<file path="src/rtl/sq_pkg.sv">
package sq_pkg;

  typedef enum logic [2:0] {
    LD_IDLE    = 3'd0,
    LD_STALL   = 3'd1,
    LD_FORWARD = 3'd2,
    LD_WAITTAG = 3'd3,
    LD_MEMORY  = 3'd4
  } ldKind_e;

  // Write strobes from control to the entry storage.
  typedef struct packed {
    logic alloc;
    logic addrFill;
    logic dataFill;
  } sqStrobe_t;

endpackage

</file>
<file path="src/rtl/sq_ctrl.sv">
module sq_ctrl
  import sq_pkg::*;
#(
  parameter int DEPTH = 8,
  localparam int IDX_W = $clog2(DEPTH),
  localparam int PTR_W = IDX_W + 1
) (
  input  logic             clk,
  input  logic             rst_n,
  input  logic             allocValid,
  output logic             allocReady,
  input  logic             addrValid,
  input  logic             dataValid,
  input  logic             commitValid,
  input  logic             flushValid,
  input  logic [PTR_W-1:0] flushPos,
  input  logic             headKnown,
  input  logic             memWrReady,
  output logic             memWrValid,
  output sqStrobe_t        strobe,
  output logic [PTR_W-1:0] headPtr,
  output logic [PTR_W-1:0] tailPtr,
  output logic [PTR_W-1:0] liveCount
);

  localparam logic [PTR_W-1:0] FULL_COUNT = PTR_W'(DEPTH);

  logic [PTR_W-1:0] commitPtr;
  logic             isFull;
  logic             hasReleased;
  logic             popEn;

  assign liveCount   = tailPtr - headPtr;
  assign isFull      = (liveCount == FULL_COUNT);
  assign allocReady  = !isFull && !flushValid;
  assign hasReleased = (headPtr != commitPtr);
  assign memWrValid  = hasReleased && headKnown;
  assign popEn       = memWrValid && memWrReady;

  always_comb begin
    strobe          = '0;
    strobe.alloc    = allocValid && allocReady;
    strobe.addrFill = addrValid;
    strobe.dataFill = dataValid;
  end

  always_ff @(posedge clk or negedge rst_n) begin
    if (!rst_n) begin
      headPtr   <= '0;
      commitPtr <= '0;
      tailPtr   <= '0;
    end else begin
      if (popEn)       headPtr   <= headPtr + 1'b1;
      if (commitValid) commitPtr <= commitPtr + 1'b1;
      if (flushValid)        tailPtr <= flushPos;
      else if (strobe.alloc) tailPtr <= tailPtr + 1'b1;
    end
  end

  // Live stores never exceed the number of slots.
  assert_count_bound_R2: assert property (@(posedge clk) disable iff (!rst_n)
    liveCount <= FULL_COUNT);

  // A release must name a store that exists.
  assert_commit_live_R9: assert property (@(posedge clk) disable iff (!rst_n)
    commitValid |-> (commitPtr != tailPtr));

  // The new tail lies between the release point and the current tail.
  assert_flush_range_R11: assert property (@(posedge clk) disable iff (!rst_n)
    flushValid |-> ((flushPos - commitPtr) <= (tailPtr - commitPtr)));

  // Released stores are never trimmed away by a flush.
  assert_release_kept_R11: assert property (@(posedge clk) disable iff (!rst_n)
    (flushValid && !commitValid) |=> ((tailPtr - headPtr) >= (commitPtr - headPtr)));

endmodule

</file>
<file path="src/rtl/sq_data.sv">
module sq_data
  import sq_pkg::*;
#(
  parameter int DEPTH  = 8,
  parameter int ADDR_W = 32,
  parameter int DATA_W = 64,
  parameter int TAG_W  = 6,
  localparam int IDX_W = $clog2(DEPTH),
  localparam int PTR_W = IDX_W + 1
) (
  input  logic              clk,
  input  logic              rst_n,
  input  sqStrobe_t         strobe,
  input  logic [TAG_W-1:0]  allocTag,
  input  logic [IDX_W-1:0]  addrSlot,
  input  logic [ADDR_W-1:0] addrValue,
  input  logic [IDX_W-1:0]  dataSlot,
  input  logic [DATA_W-1:0] dataValue,
  input  logic [PTR_W-1:0]  headPtr,
  input  logic [PTR_W-1:0]  tailPtr,
  input  logic [PTR_W-1:0]  liveCount,
  input  logic              ldValid,
  input  logic [ADDR_W-1:0] ldAddr,
  input  logic [PTR_W-1:0]  ldPos,
  output ldKind_e           ldKind,
  output logic [DATA_W-1:0] ldData,
  output logic [TAG_W-1:0]  ldTag,
  output logic              headKnown,
  output logic [ADDR_W-1:0] memWrAddr,
  output logic [DATA_W-1:0] memWrData
);

  logic [ADDR_W-1:0] entAddr   [DEPTH];
  logic [DATA_W-1:0] entData   [DEPTH];
  logic [TAG_W-1:0]  entTag    [DEPTH];
  logic              addrKnown [DEPTH];
  logic              dataKnown [DEPTH];

  logic [IDX_W-1:0]  allocSlot;
  logic [IDX_W-1:0]  headSlot;

  assign allocSlot = tailPtr[IDX_W-1:0];
  assign headSlot  = headPtr[IDX_W-1:0];

  for (genvar s = 0; s < DEPTH; s++) begin : g_slot
    always_ff @(posedge clk or negedge rst_n) begin
      if (!rst_n) begin
        addrKnown[s] <= 1'b0;
        dataKnown[s] <= 1'b0;
      end else begin
        if (strobe.alloc && allocSlot == IDX_W'(s)) begin
          addrKnown[s] <= 1'b0;
          dataKnown[s] <= 1'b0;
        end
        if (strobe.addrFill && addrSlot == IDX_W'(s)) addrKnown[s] <= 1'b1;
        if (strobe.dataFill && dataSlot == IDX_W'(s)) dataKnown[s] <= 1'b1;
      end
    end

    always_ff @(posedge clk) begin
      if (strobe.alloc && allocSlot == IDX_W'(s))   entTag[s]  <= allocTag;
      if (strobe.addrFill && addrSlot == IDX_W'(s)) entAddr[s] <= addrValue;
      if (strobe.dataFill && dataSlot == IDX_W'(s)) entData[s] <= dataValue;
    end
  end

  assign headKnown = addrKnown[headSlot] && dataKnown[headSlot];
  assign memWrAddr = entAddr[headSlot];
  assign memWrData = entData[headSlot];

  // Age-ordered scan of the stores older than the load.
  logic [PTR_W-1:0] olderDiff;
  logic [PTR_W-1:0] olderCnt;
  logic             anyUnknown;
  logic             matchHit;
  logic [IDX_W-1:0] matchSlot;

  assign olderDiff = ldPos - headPtr;
  assign olderCnt  = (olderDiff <= liveCount) ? olderDiff : '0;

  always_comb begin
    logic [PTR_W-1:0] scanPos;
    logic [IDX_W-1:0] scanSlot;
    anyUnknown = 1'b0;
    matchHit   = 1'b0;
    matchSlot  = '0;
    for (int k = 0; k < DEPTH; k++) begin
      scanPos  = headPtr + PTR_W'(k);
      scanSlot = scanPos[IDX_W-1:0];
      if (PTR_W'(k) < olderCnt) begin
        if (!addrKnown[scanSlot]) begin
          anyUnknown = 1'b1;
        end else if (entAddr[scanSlot] == ldAddr) begin
          matchHit  = 1'b1;   // later iterations are younger
          matchSlot = scanSlot;
        end
      end
    end
  end

  always_comb begin
    ldKind = LD_IDLE;
    ldData = '0;
    ldTag  = '0;
    if (ldValid) begin
      if (anyUnknown) begin
        ldKind = LD_STALL;
      end else if (matchHit && dataKnown[matchSlot]) begin
        ldKind = LD_FORWARD;
        ldData = entData[matchSlot];
      end else if (matchHit) begin
        ldKind = LD_WAITTAG;
        ldTag  = entTag[matchSlot];
      end else begin
        ldKind = LD_MEMORY;
      end
    end
  end

  // Fills target live entries only.
  logic [IDX_W-1:0] addrOff;
  logic [IDX_W-1:0] dataOff;
  assign addrOff = addrSlot - headSlot;
  assign dataOff = dataSlot - headSlot;

  assert_addr_fill_live_R3: assert property (@(posedge clk) disable iff (!rst_n)
    strobe.addrFill |-> ({1'b0, addrOff} < liveCount));

  assert_data_fill_live_R3: assert property (@(posedge clk) disable iff (!rst_n)
    strobe.dataFill |-> ({1'b0, dataOff} < liveCount));

  // A filled address is seen as known on the next cycle unless reallocated.
  assert_addr_known_R3: assert property (@(posedge clk) disable iff (!rst_n)
    (strobe.addrFill && !(strobe.alloc && allocSlot == addrSlot))
      |=> addrKnown[$past(addrSlot)]);

endmodule

</file>
<file path="src/rtl/store_queue.sv">
module store_queue
  import sq_pkg::*;
#(
  parameter int DEPTH  = 8,
  parameter int ADDR_W = 32,
  parameter int DATA_W = 64,
  parameter int TAG_W  = 6,
  localparam int IDX_W = $clog2(DEPTH),
  localparam int PTR_W = IDX_W + 1
) (
  input  logic              clk,
  input  logic              rst_n,
  input  logic              allocValid,
  input  logic [TAG_W-1:0]  allocTag,
  output logic              allocReady,
  output logic [IDX_W-1:0]  allocSlot,
  output logic [PTR_W-1:0]  tailPos,
  input  logic              addrValid,
  input  logic [IDX_W-1:0]  addrSlot,
  input  logic [ADDR_W-1:0] addrValue,
  input  logic              dataValid,
  input  logic [IDX_W-1:0]  dataSlot,
  input  logic [DATA_W-1:0] dataValue,
  input  logic              ldValid,
  input  logic [ADDR_W-1:0] ldAddr,
  input  logic [PTR_W-1:0]  ldPos,
  output logic [2:0]        ldKind,
  output logic [DATA_W-1:0] ldData,
  output logic [TAG_W-1:0]  ldTag,
  input  logic              commitValid,
  input  logic              flushValid,
  input  logic [PTR_W-1:0]  flushPos,
  output logic              memWrValid,
  input  logic              memWrReady,
  output logic [ADDR_W-1:0] memWrAddr,
  output logic [DATA_W-1:0] memWrData
);

  sqStrobe_t        strobe;
  logic [PTR_W-1:0] headPtr;
  logic [PTR_W-1:0] tailPtr;
  logic [PTR_W-1:0] liveCount;
  logic             headKnown;
  ldKind_e          ldKindE;

  sq_ctrl #(.DEPTH(DEPTH)) ctrl_i (
    .clk        (clk),
    .rst_n      (rst_n),
    .allocValid (allocValid),
    .allocReady (allocReady),
    .addrValid  (addrValid),
    .dataValid  (dataValid),
    .commitValid(commitValid),
    .flushValid (flushValid),
    .flushPos   (flushPos),
    .headKnown  (headKnown),
    .memWrReady (memWrReady),
    .memWrValid (memWrValid),
    .strobe     (strobe),
    .headPtr    (headPtr),
    .tailPtr    (tailPtr),
    .liveCount  (liveCount)
  );

  sq_data #(
    .DEPTH (DEPTH),
    .ADDR_W(ADDR_W),
    .DATA_W(DATA_W),
    .TAG_W (TAG_W)
  ) data_i (
    .clk      (clk),
    .rst_n    (rst_n),
    .strobe   (strobe),
    .allocTag (allocTag),
    .addrSlot (addrSlot),
    .addrValue(addrValue),
    .dataSlot (dataSlot),
    .dataValue(dataValue),
    .headPtr  (headPtr),
    .tailPtr  (tailPtr),
    .liveCount(liveCount),
    .ldValid  (ldValid),
    .ldAddr   (ldAddr),
    .ldPos    (ldPos),
    .ldKind   (ldKindE),
    .ldData   (ldData),
    .ldTag    (ldTag),
    .headKnown(headKnown),
    .memWrAddr(memWrAddr),
    .memWrData(memWrData)
  );

  assign ldKind    = ldKindE;
  assign allocSlot = tailPtr[IDX_W-1:0];
  assign tailPos   = tailPtr;

  // A write held back by the memory port stays put.
  assert_wr_hold_R10: assert property (@(posedge clk) disable iff (!rst_n)
    (memWrValid && !memWrReady) |=> (memWrValid && $stable(memWrAddr) && $stable(memWrData)));

  // Forwarded data only appears on a forward decision.
  assert_fwd_only_R5: assert property (@(posedge clk) disable iff (!rst_n)
    (ldKindE != LD_FORWARD) |-> (ldData == '0));

endmodule

</file>
<file path="config.mk">
export PLATFORM = sky130hd
export DESIGN_NAME = store_queue
export DESIGN_NICKNAME = d
export VERILOG_FILES = /design/src/rtl/sq_pkg.sv /design/src/rtl/sq_ctrl.sv /design/src/rtl/sq_data.sv /design/src/rtl/store_queue.sv
export SDC_FILE = /design/constraint.sdc
export NUM_CORES = 2
export LEC_CHECK = 0
export BUFFER_PORTS_ARGS = -buffer_cell sky130_fd_sc_hd__buf_4
export CORE_ASPECT_RATIO = 0.75
export CORE_MARGIN = 10
export CORE_UTILIZATION = 40
export DETAILED_ROUTE_END_ITERATION = 8
export GPL_TIMING_DRIVEN = 0
export PLACE_DENSITY = 0.61
export SYNTH_ARGS = -nofsm -noshare
export SYNTH_HDL_FRONTEND = slang
export SYNTH_SLANG_ARGS = --single-unit
</file>
<file path="constraint.sdc">
create_clock -name clk -period 8.04 [get_ports clk]
set_input_delay 1.608 -clock clk [delete_from_list [all_inputs] [get_ports clk]]
set_output_delay 1.608 -clock clk [all_outputs]
set_load 0.03 [all_outputs]
</file>
==> impl_metrics.py <==
metrics = {
    "synthesis": {
        "synth-seq-cells": 844,
        "yosysUniqueCellTypes": 88,
        "synth-edff-count": 816,
        "ys_async_sr_fraction_pct": 3.318,
        "syn_area_mm2": 0.05372,
        "synth_cells": 3995,
        "synth.avg_cell_area_um2": 13.45,
        "synth_flop_cell": "edfxtp_1",
        "seq_area_frac_synth_pct": 46.92,
        "syn_nets": 4174,
        "synth_warnings": 0,
    },
    "cts": {
        "ctsRootBufferMaster": "clkbuf_16",
        "clk_latency_ns": 0.72,
        "numCtsBuffers": 86,
        "cts_tree": "built",
        "hold_buffers": 0,
        "cts_buffer_depth": 3,
        "h-tree-depth": 3,
        "clkTransAtPathRegs_ns": 0.07,
        "cts_sinks": 844,
    },
    "sta": {
        "grt_setup_unrepaired": "yes",
        "fin_hold_ws_ns": 0.4991,
        "setup_ws_ns": -1.275,
        "slew_viol_final": 33,
        "setup_viol": 94,
        "timing.final.crit_share_pct": 115.9,
        "fmax_mhz": 107.4,
        "skew_ns": 0.02472,
        "maxSlewHeadroom_pct": -5.524,
        "worst_pin_slew_ns": 1.583,
        "fin_tns_setup_ns": -85.49,
        "fin_crit_ns": 9.315,
        "hold_violations": 0,
    },
    "worst_setup_path": {
        "reg2reg_slack_ns": 2.85,
        "end_kind": "primary output",
        "crit_family": "buffers and inverters",
        "cp_max_fo": 10,
        "worst-path-buf-inv": 11,
        "cp.arrival_ns": 7.71,
        "start_kind": "flop",
        "crit_path_max_incr_delay_ns": 0.74,
        "crit_top_cell": "buf_2",
        "critPathLaunch": "ctrl_i.headPtr[0]",
        "crit_type": "reg2out",
        "r2r-end": "ctrl_i.headPtr[3]",
        "r2r_cells": 13,
        "cp_slowest_cell": "buf_2",
        "crit_chain": "buf_8 -> inv_8 -> buf_12 -> buf_4 -> buf_2 -> buf_2 -> buf_2 -> a21oi_1 -> xor2_2 -> nand4_1 -> buf_4 -> nor4_4 -> nand3_1 -> mux2_2 -> a21oi_1 -> a222oi_1 -> buf_4 -> nand2_2 -> buf_2 -> o21ai_1 -> nor3_4 -> buf_6",
        "reg2reg_from": "ctrl_i.headPtr[0]",
        "critical_path_required_ns": 6.43,
    },
    "power": {
        "irDropWorstVdd_v": 0.0003519,
        "power_switching_w": 0.01859,
        "intPower_w": 0.01690,
        "switching_share_pct": 52.38,
        "power_density_mw_per_mm2": 511.5,
        "pwr-share-clk_pct": 11.5,
        "p_leak_nw": 24.94,
        "pwr-share-comb_pct": 73.7,
        "seq_power_share_pct": 14.8,
    },
    "drt": {
        "firstDrtPassIters": 7,
        "vias": 45420,
        "postRouteAntennaNets": 0,
        "routed_wl_um": 290200,
        "routed_via_density": 7.007,
        "drc": 0,
        "wl_per_cell_um": 44.77,
        "drt_iter0_markers": 8220,
    },
    "placement": {
        "port_buffers": 310,
        "dp_slack_ns": -5.975,
        "dp_hpwl_um": 213600,
        "place.gp.congestion": 1.155,
        "placed_area_mm2": 0.05969,
    },
    "global_route": {
        "met1_usage_pct": 50.94,
        "antenna_found_initial": 43,
        "use_met2_pct": 47.92,
        "grt_max_degree": 29,
        "grt_first_pass_wirelength_um": 379200,
        "first_global_vias": 41950,
        "busiest_layer": "met1",
        "met3_usage_pct": 20.07,
        "track_usage_pct": 37.18,
        "overflow": 0,
    },
    "floorplan": {
        "die_area_mm2": 0.1495,
        "die_h_um": 337.4,
        "core_mm2": 0.1334,
        "ios": 335,
        "rows": 116,
        "fp.dieW_um": 443.2,
        "start_util_pct": 40.28,
    },
    "cells_and_area": {
        "syn_to_final_growth_pct": 29.18,
        "post-route-util_pct": 52.03,
        "final_cell_area_mm2": 0.06940,
        "nNetsFinal": 4793,
        "drive_gt1_share_pct": 42.15,
    },
    "status": {
        "violations": "capacitance limit, slew limit, setup timing",
        "status": "finished, violations left",
    },
    "worst_hold_path": {
        "hp-start": "ctrl_i.commitPtr[3]",
        "hold_end": "ctrl_i.commitPtr[3]",
        "min_path_cells": 1,
        "hp-class": "reg2reg",
    },
    "flow_run": {
        "maxCapViolCount": 3,
    },
}
-- routing by layer --
layer,part of all wire (%),vias to the layer above
met5,0.33,-
met4,4.9,26
met3,16,760
met2,39,4088
met1,40,23390
li1,-,17160
-- synthesized netlist by cell type, types with 8 or more instances --
cell         n  area [um2]
a2111oi_0    9       78.83
a211oi_1    14       105.1
a21o_1      22       165.2
a21oi_1     51       255.2
a221oi_1    18       157.7
a22oi_1     35       262.8
a31oi_1     18       112.6
and2_1      18       112.6
and3_1      18       112.6
buf_1       55       206.5
buf_2       89       445.4
buf_4       47       352.8
buf_6       15       168.9
clkbuf_1    99       371.6
dfrtp_1     28       700.7
edfxtp_1   816       24500
ha_1        20       250.2
inv_1       52       195.2
mux2_2     231        2601
mux2i_1    421        4214
mux4_2     414        9324
nand2_1    435        1633
nand2b_1    17       106.4
nand3_1     49       245.2
nand4_1     39       244.0
nor2_1     125       469.2
nor2b_1      9       56.30
nor3_1      47       235.2
nor3_2      60       600.6
nor3b_1      8       60.06
nor4_1      36       225.2
nor4b_1      8       70.07
o2111ai_1    8       70.07
o21ai_0    113       565.5
o221ai_1     8       70.07
o22ai_1    133       832.1
or2_2       12       75.07
or3_1       11       68.82
or4_1        8       60.06
xnor2_1    223        1953
xor2_1      45       394.1
-- cell families (layout without fill, tap and decap cells) --
kind of cell             count (synthesis)  in the layout  synth area share (%)
adder cells (fa/ha/maj)                 23             23                0.5590
multiplexers                          1067           1067                 30.07
flip-flops                             844            844                 46.92
AO/OA/AOI/OAI                          495            495                 6.123
AND/OR/NAND/NOR                        925            926                 8.527
buffers and inverters                  373           1058                 3.435
other                                    0             31                     0
XOR/XNOR                               268            268                 4.369
-- sequential cells by signal, indices dropped and copies added, names as in the netlist --
name,flops
data_i.dataKnown,8
ctrl_i.headPtr,4
data_i.entData,512
data_i.entAddr,256
data_i.addrKnown,8
ctrl_i.commitPtr,4
data_i.entTag,48
ctrl_i.tailPtr,4
-- power groups by stage --
stage	sequential, W	combinational [W]	clock [W]
after floorplan	0.00527	0.0114	0
after global placement	0.00536	0.0202	0
after detailed placement	0.00534	0.0202	0
after CTS	0.00525	0.0236	0.00413
after global routing	0.00528	0.0257	0.00430
final	0.00527	0.0261	0.00408
-- cell type report --
type                            count  area [um2]
Fill cell                       11150       63990
Multi-Input combinational cell   2779       30050
Sequential cell                   844       25210
Timing Repair Buffer              536        5553
Buffer                            303        3234
Clock buffer                      104        2262
Tap cell                         1770        2215
Clock inverter                     51       521.8
Inverter                           64       281.5
Antenna cell                       31       77.57
-- cell usage in the layout (no fill, tap or decap), types with 24 or more instances in the layout --
| master | count |
|---|---|
| edfxtp_1 | 816 |
| o21ai_0 | 37 |
| a22oi_1 | 35 |
| clkbuf_2 | 28 |
| xnor2_4 | 24 |
| mux2_2 | 183 |
| nand4_1 | 39 |
| xor2_1 | 37 |
| mux4_2 | 414 |
| buf_12 | 87 |
| a21oi_1 | 45 |
| dfrtp_1 | 27 |
| nor3_1 | 29 |
| xnor2_2 | 31 |
| nor3_4 | 65 |
| o21ai_2 | 39 |
| inv_1 | 50 |
| o22ai_1 | 65 |
| buf_16 | 41 |
| o22ai_2 | 32 |
| diode_2 | 31 |
| clkbuf_16 | 100 |
| buf_1 | 27 |
| buf_6 | 124 |
| nand2_1 | 428 |
| xnor2_1 | 168 |
| mux2i_1 | 391 |
| mux2_4 | 48 |
| nor2_1 | 104 |
| nand3_1 | 46 |
| o21ai_1 | 31 |
| clkbuf_1 | 60 |
| buf_4 | 392 |
| buf_2 | 32 |
| o22ai_4 | 37 |
-- per-stage QoR --
| stage | power, W | cells |
|---|---|---|
| final | 0.03550 | 6482 |
| after global routing | 0.03529 | 6464 |
| after CTS | 0.03301 | 6409 |
| after detailed placement | 0.02557 | 6129 |
| after global placement | 0.02553 | 6075 |
| after floorplan | 0.01666 | 3995 |
-- worst max-delay path by stage --
stage / depth (start not counted) / end
after global routing: 34 / ldData[23]
after global placement: 30 / ldData[10]
after floorplan: 30 / ldData[10]
after CTS: 35 / ldData[2]
after detailed placement: 30 / ldData[10]
final: 22 / ldData[24]
-- timing repair --
action | 4_1_cts | 5_1_grt
resized for setup | 933 | 207
cloned | 16 | 10
buffers inserted | 111 | 39
pin swaps | 162 | 72
endpoints found under the setup margin | 137 | 137
Power figures use the tool's default switching activity.
